**src/rtl/dump_pkg.sv**
```systemverilog
package dump_pkg;
  localparam int TAG_W = 4;

  // Next read index with wrap at block end.
  function automatic int unsigned next_index(input int unsigned idx, input int unsigned n);
    return (idx + 1 >= n) ? 0 : idx + 1;
  endfunction
endpackage

```
**src/rtl/dump_edge_sync.sv**
```systemverilog
module dump_edge_sync #(
  parameter int STAGES = 2
) (
  input  logic clk,
  input  logic rst_n,
  input  logic d_async,
  input  logic pol_rise,
  output logic ev
);
  localparam int SW = STAGES + 1;
  logic [SW-1:0] sh;

  always_ff @(posedge clk) begin
    if (!rst_n) sh <= '0;
    else        sh <= {sh[SW-2:0], d_async};
  end

  assign ev = pol_rise ? (sh[SW-2] & ~sh[SW-1]) : (~sh[SW-2] & sh[SW-1]);

  // one input edge yields a single-cycle event
  p_ev_single_r3: assert property (@(posedge clk) disable iff (!rst_n) ev |=> !ev);
endmodule

```
**src/rtl/dump_addr_gen.sv**
```systemverilog
module dump_addr_gen #(
  parameter int N_RESULTS = 256,
  localparam int AW = $clog2(N_RESULTS)
) (
  input  logic          clk,
  input  logic          rst_n,
  input  logic          clr,
  input  logic          step,
  output logic [AW-1:0] addr,
  output logic          wrap
);
  import dump_pkg::*;

  assign wrap = step && (int'(addr) == N_RESULTS - 1);

  always_ff @(posedge clk) begin
    if (!rst_n)    addr <= '0;
    else if (clr)  addr <= '0;
    else if (step) addr <= AW'(next_index(int'(addr), N_RESULTS));
  end

  // address moves only on a step or a clear
  p_addr_hold_r3: assert property (@(posedge clk) disable iff (!rst_n)
    (!step && !clr) |=> $stable(addr));
  // wrap to zero after the last index
  p_addr_wrap_r10: assert property (@(posedge clk) disable iff (!rst_n)
    (wrap && !clr) |=> (addr == '0));
endmodule

```
**src/rtl/dump_port_ctrl.sv**
```systemverilog
module dump_port_ctrl #(
  parameter int N_RESULTS = 256,
  parameter int DW = 16,
  localparam int AW = $clog2(N_RESULTS),
  localparam int TW = dump_pkg::TAG_W
) (
  input  logic          clk,
  input  logic          rst_n,
  input  logic          dump_en,
  input  logic          out_strobe,
  input  logic          load_in,
  input  logic          cfg_hold_dav,
  input  logic          cfg_load_rise,
  input  logic          blk_ready,
  input  logic [TW-1:0] blk_tag,
  input  logic [DW-1:0] rd_data,
  output logic [AW-1:0] rd_addr,
  output logic          rd_en,
  output logic          data_avail,
  output logic          bus_oe,
  output logic [DW-1:0] dout,
  output logic [TW-1:0] tag_out,
  output logic          tag_oe
);
  logic stb_ev, load_ev, wrap;
  logic drained, primed;
  logic final_xfer, dav_set, dav_clr;

  dump_edge_sync #(.STAGES(2)) u_stb_sync (
    .clk(clk), .rst_n(rst_n), .d_async(out_strobe), .pol_rise(1'b1), .ev(stb_ev));

  dump_edge_sync #(.STAGES(2)) u_load_sync (
    .clk(clk), .rst_n(rst_n), .d_async(load_in), .pol_rise(cfg_load_rise), .ev(load_ev));

  // Named internal events
  assign rd_en      = stb_ev && data_avail && dump_en && !drained;
  assign final_xfer = stb_ev && data_avail && dump_en && drained;
  assign dav_set    = blk_ready && !data_avail;
  assign dav_clr    = (final_xfer && !cfg_hold_dav) ||
                      (load_ev && cfg_hold_dav && data_avail && drained);

  dump_addr_gen #(.N_RESULTS(N_RESULTS)) u_addr (
    .clk(clk), .rst_n(rst_n), .clr(dav_set), .step(rd_en), .addr(rd_addr), .wrap(wrap));

  always_ff @(posedge clk) begin
    if (!rst_n) begin
      data_avail <= 1'b0;
      drained    <= 1'b0;
      primed     <= 1'b0;
      tag_out    <= '0;
      dout       <= '0;
    end else begin
      if (dav_set) begin
        data_avail <= 1'b1;
        drained    <= 1'b0;
        primed     <= 1'b0;
        tag_out    <= blk_tag;
      end else if (dav_clr) begin
        data_avail <= 1'b0;
        primed     <= 1'b0;
      end
      if (rd_en) begin
        dout   <= rd_data;
        primed <= 1'b1;
      end
      if (wrap) drained <= 1'b1;
    end
  end

  assign bus_oe = data_avail && dump_en;
  assign tag_oe = bus_oe && primed;

  // new block always starts at address zero
  p_rise_addr_zero_r2: assert property (@(posedge clk) disable iff (!rst_n)
    $rose(data_avail) |-> (rd_addr == '0));
  // data-available never drops before the block is drained
  p_fall_after_done_r6: assert property (@(posedge clk) disable iff (!rst_n)
    $fell(data_avail) |-> $past(drained));
  // in hold mode only a load edge ends the block
  p_hold_needs_load_r7: assert property (@(posedge clk) disable iff (!rst_n)
    ($fell(data_avail) && $past(cfg_hold_dav)) |-> $past(load_ev));
  // tag constant while the block is available
  p_tag_stable_r9: assert property (@(posedge clk) disable iff (!rst_n)
    (data_avail && $past(data_avail)) |-> $stable(tag_out));
  // tag enable implies data bus enable
  p_tag_with_data_r9: assert property (@(posedge clk) disable iff (!rst_n)
    tag_oe |-> bus_oe);
endmodule

```
**config.mk**
```make
export PLATFORM = sky130hd
export DESIGN_NAME = dump_port_ctrl
export DESIGN_NICKNAME = d
export VERILOG_FILES = /design/src/rtl/dump_pkg.sv /design/src/rtl/dump_edge_sync.sv /design/src/rtl/dump_addr_gen.sv /design/src/rtl/dump_port_ctrl.sv
export SDC_FILE = /design/constraint.sdc
export NUM_CORES = 1
export LEC_CHECK = 0
export BUFFER_PORTS_ARGS = -buffer_cell sky130_fd_sc_hd__buf_2
export CORE_UTILIZATION = 45
export CTS_BUF_LIST = sky130_fd_sc_hd__clkbuf_16
export DETAILED_ROUTE_END_ITERATION = 10
export GPL_ROUTABILITY_DRIVEN = 0
export PLACE_DENSITY = 0.83
export SETUP_SLACK_MARGIN = 0.02
export SLEW_MARGIN = 20
export SYNTH_ARGS = -nofsm -noshare
export SYNTH_HDL_FRONTEND = slang
export SYNTH_HIERARCHICAL = 1
export SYNTH_SLANG_ARGS = --single-unit
```
**constraint.sdc**
```tcl
create_clock -name clk -period 2.7 [get_ports clk]
set_input_delay 0.81 -clock clk [delete_from_list [all_inputs] [get_ports clk]]
set_output_delay 0.81 -clock clk [all_outputs]
set_load 0.005 [all_outputs]
```
=== Yosys cells after proc, flatten, opt, wreduce, memory -nomap -nowiden ===
Cells that the tools add are included.

* Register bits after elaboration: 37
* Bits of input ports: 28
* Output and inout port bits: 32
* Word-level logic and storage cells: 46

* Add/sub/neg operators: 1
* Magnitude comparators: 1
* Equal/unequal tests: 1
* Multiplexer cells: 8
* Bitwise gates (word level): 7
* Reductions and logical operators: 20

{| class="wikitable"
|+ Operator list
! operator !! number
|-
| $logic_and 1x1->1 || 12
|-
| $add 8x1->9 const B || 1
|-
| $ge 9x9->1 const B || 1
|-
| $eq 8x1->1 const B || 1
|-
| $mux 8 || 1
|-
| $mux 1 || 7
|-
| $not 1->1 || 4
|-
| $reduce_bool 2->1 || 2
|-
| $and 1x1->1 || 3
|-
| $logic_not 1->1 || 3
|-
| $reduce_bool 3->1 || 1
|-
| $reduce_or 2->1 || 1
|-
| $logic_or 1x1->1 || 1
|}

=== Depth between registers and ports, before layout ===
* Depth after elaboration: 10
* Mapped depth: 10
* Gate-level depth less buffers: 8

=== Cells and area by module ===
The synthesis kept the hierarchy.

{| class="wikitable"
|+ By module, submodules not included
! module !! times used !! cells each !! area each (µm²) !! seq. area each (µm²)
|-
| dump_port_ctrl || 1 || 105 || 893.4 || 460.4
|-
| dump_addr_gen || 1 || 45 || 390.4 || 160.2
|-
| dump_edge_sync || 2 || 9 || 102.6 || 60.1
|}

=== Worst setup path before layout ===
No wires, ideal clock.

* Kind: in2reg
* From: input dump_en
* To: register u_addr.addr[7]
* Setup time: 0.116 ns
* Arrival: 1.960 ns
* Data required time: 2.584 ns
* Setup slack: 0.625 ns
* Stages: 7
* Path buffers: 2
* Path through: nand4b_4 -> clkinv_2 -> buf_6 -> buf_2 -> nand4_2 -> a211o_1 -> and3_1

* Longest elaborated chain between the ends: 2

{| class="wikitable"
|+ Ends and longest elaborated chain
! item !! line !! source
|-
| start: declaration || dump_port_ctrl.sv:9 || <nowiki>input logic dump_en,</nowiki>
|-
| $logic_and 1x1->1 (2 in series) || dump_port_ctrl.sv:36 || <nowiki>assign rd_en = stb_ev && data_avail && dump_en && !drained;</nowiki>
|-
| via rd_en || dump_port_ctrl.sv:18 || <nowiki>output logic rd_en,</nowiki>
|-
| end signal: assignment || dump_addr_gen.sv:19 || <nowiki>else if (step) addr <= AW'(next_index(int'(addr), N_RESULTS));</nowiki>
|-
| end: declaration || dump_addr_gen.sv:9 || <nowiki>output logic [AW-1:0] addr,</nowiki>
|}

The timed path passes the listed nets, and every way through them passes these cells.
A chain may end at the register's enable or synchronous reset.

=== Worst setup path after layout ===
* From: input dump_en
* To: output rd_en

* Longest elaborated chain between the ends: 2

{| class="wikitable"
|+ Ends and longest elaborated chain
! item !! line
|-
| $logic_and 1x1->1 (2 in series) || dump_port_ctrl.sv:36
|-
| end: declaration || dump_port_ctrl.sv:18
|}

Every way passes these cells.

==> impl_metrics.env <==
export IMPL_cts_sinks=37
export IMPL_fmax_ghz=0.460
export IMPL_wl_per_cell_um=10.8
export IMPL_hp_class="flip-flop to flip-flop"
export IMPL_finClkSkew_ns=0.00644
export IMPL_placed_area_sq_um=1840
export IMPL_fin_setup_tns_ns=0
export IMPL_synth_edf_count=0
export IMPL_grt_overflow_total=0
export IMPL_drive_above_1_share_pct=32.5
export IMPL_cts_root_buf="clkbuf_16"
export IMPL_portBuffers=59
export IMPL_grt_usage_pct=17.4
export IMPL_syn_area_sq_um=1490
export IMPL_peakVddDrop_v=0.000361
export IMPL_slowest_delay_ns=0.17
export IMPL_holdWs_ns=0.428
export IMPL_finalCritPeriodShare_pct=80.4
export IMPL_synthToLayoutAreaGrowth_pct=34.3
export IMPL_viasPerCell=4.83
export IMPL_drc_errors=0
export IMPL_final_nets=262
export IMPL_arrival_ns=1.36
export IMPL_multi_input_area_sq_um=707
export IMPL_synth_seq_area_share_pct=49.7
export IMPL_post_cts_resized=0
export IMPL_path_cells="buf_2 > nand4b_4 > clkinv_2 > buf_2"
export IMPL_crit_path_frequent_cell="buf_2"
export IMPL_initial_utilization_pct=48.0
export IMPL_async_reset_ff_share_pct=0
export IMPL_die_area_sq_um=3540
export IMPL_fin_total_pwr_mw=1.26
export IMPL_antenna_left=0
export IMPL_final_cells=278
export IMPL_slowest_stage="buf_2"
export IMPL_ff_latch_area_sq_um=741
export IMPL_start_kind="input pin"
export IMPL_hold_buffers=0
export IMPL_cts_made_buffers=5
export IMPL_antenna_found_initial=0
export IMPL_yosysWarnings=6
export IMPL_final_core_util_pct=64.4
export IMPL_firstDrtPassIters=4
export IMPL_final_cell_mix="buf_2, nand2_1, dfxtp_1"
export IMPL_die_x_um=59.5
export IMPL_dp_cells=270
export IMPL_clk_pin_slew_ns=0.06
export IMPL_grt_start_max_net_pins=31
export IMPL_htree_num_levels=2
export IMPL_antenna_cells=0
export IMPL_hold_viol_final=0
export IMPL_crit_type="input pin to primary output"
export IMPL_die_h_um=59.5
export IMPL_core_sq_um=3100
export IMPL_cts_buffer_depth=2
export IMPL_power_leakage_nw=0.900
export IMPL_cp_required_ns=1.89
export IMPL_max_cap_violations=0
export IMPL_pin_count=60
export IMPL_vias=1343
export IMPL_drt_iter0_markers=77
export IMPL_grt_pass1_wl_mm=4.57
export IMPL_ys_types=33
export IMPL_insertion_delay_ns=0.28
export IMPL_final_common_cell="buf_2"
export IMPL_layout_setup_ws_ns=0.528
export IMPL_end_kind="primary output"
export IMPL_post_cts_buffers=0
export IMPL_synthCells=168
export IMPL_filler_cell_count=315
export IMPL_setup_viol=0
export IMPL_crit_fanout=11
export IMPL_dp_slack_ns=0.516
export IMPL_synth_area_per_cell_sq_um=8.86
export IMPL_synthFlopType="dfxtp_1"
export IMPL_maxSlewViolCount=0
export IMPL_status="completed"
export IMPL_postLayoutCellArea_sq_um=2000
export IMPL_dp_hpwl_mm=2.12
export IMPL_routed_wl_mm=3.00
export IMPL_ys_ff_latch=37
export IMPL_period_needed_ns=2.17
export IMPL_rows=20
export IMPL_cts_tree="built"
export IMPL_cellPowerDensity_nw_per_um2=629
export IMPL_rsz0062_at_grt="false"
export IMPL_grt_pass1_vias=1094
[path summary, 6_finish.rpt]
kind | from | end | slack (ns) | depth (start not counted)
max | dump_en | rd_en | 0.53 | 4
min | u_stb_sync/sh[0]$_SDFF_PN0_ | u_stb_sync/sh[1]$_SDFF_PN0_ | 0.43 | 1
max reg2reg | u_stb_sync/sh[1]$_SDFF_PN0_ | u_addr/addr[7]$_SDFFE_PP0P_ | 1.08 | 7
min reg2reg | u_stb_sync/sh[0]$_SDFF_PN0_ | u_stb_sync/sh[1]$_SDFF_PN0_ | 0.43 | 1
[logic make-up (layout without fill, tap and decap cells)]
kind of cell	Yosys count	after routing	synth area share, %
simple gates	82	82	27.5
flops	37	37	49.7
compound gates	35	35	16.9
buf+inv	9	74	3.02
xor+xnor	3	3	1.77
fa+ha+maj	1	1	0.840
other cells	1	2	0.252
[cells in the mapped netlist, types with 2 or more instances]
cell      number  area [sq um]
nand4_1        2          12.5
inv_1          3          11.3
nand3b_1       2          15.0
a21oi_1        4          20.0
nor2b_1        2          12.5
clkbuf_1       2          7.51
nor3_1         2          10.0
dfxtp_1       37           741
or3_1          2          12.5
a21boi_0      12          90.1
o22ai_2        2          25.0
nand2b_1       5          31.3
nand2_1       48           180
nand3_1        3          15.0
buf_2          2          10.0
and2_2         2          15.0
and2_1         5          31.3
nor2_1         4          15.0
o21ai_0        5          25.0
a21boi_1       8          60.1
and3_1         2          12.5
xor2_1         3          26.3
[power breakdown]
group | total, mW | internal (mW) | switching [mW]
Sequential | 0.563 | 0.557 | 0.00600
Clock | 0.630 | 0.428 | 0.202
Combinational | 0.0636 | 0.0334 | 0.0302
Total | 1.26 | 1.02 | 0.238
[worst max-delay path: cells and delay by family]
| kind | cells | cell delay, ns |
|---|---|---|
| simple gates | 1 | 0.10 |
| buf+inv | 3 | 0.45 |
[routing by layer]
layer	wire, um	part of all wire, %	GRT usage [%]
met1	1350	45	20.3
met2	1410	47	29.5
met3	192	6.4	4.80
met4	53	1.8	7.97
met5	0	0	0
[state kept, by name (all words and copies together), names as in the netlist]
name	count
u_load_sync/sh	3
tag_out	4
drained	1
dout	16
u_addr/addr	8
primed	1
data_avail	1
u_stb_sync/sh	3
[final cells by class]
cell class	count	area share (%)
clock buffer	5	6.26
clock inverter	3	1.88
inverter	4	0.814
multi-input combinational	123	35.4
sequential	37	37.0
tap	44	2.75
timing repair buffer	62	15.9
(Power assumes the default switching activity.)
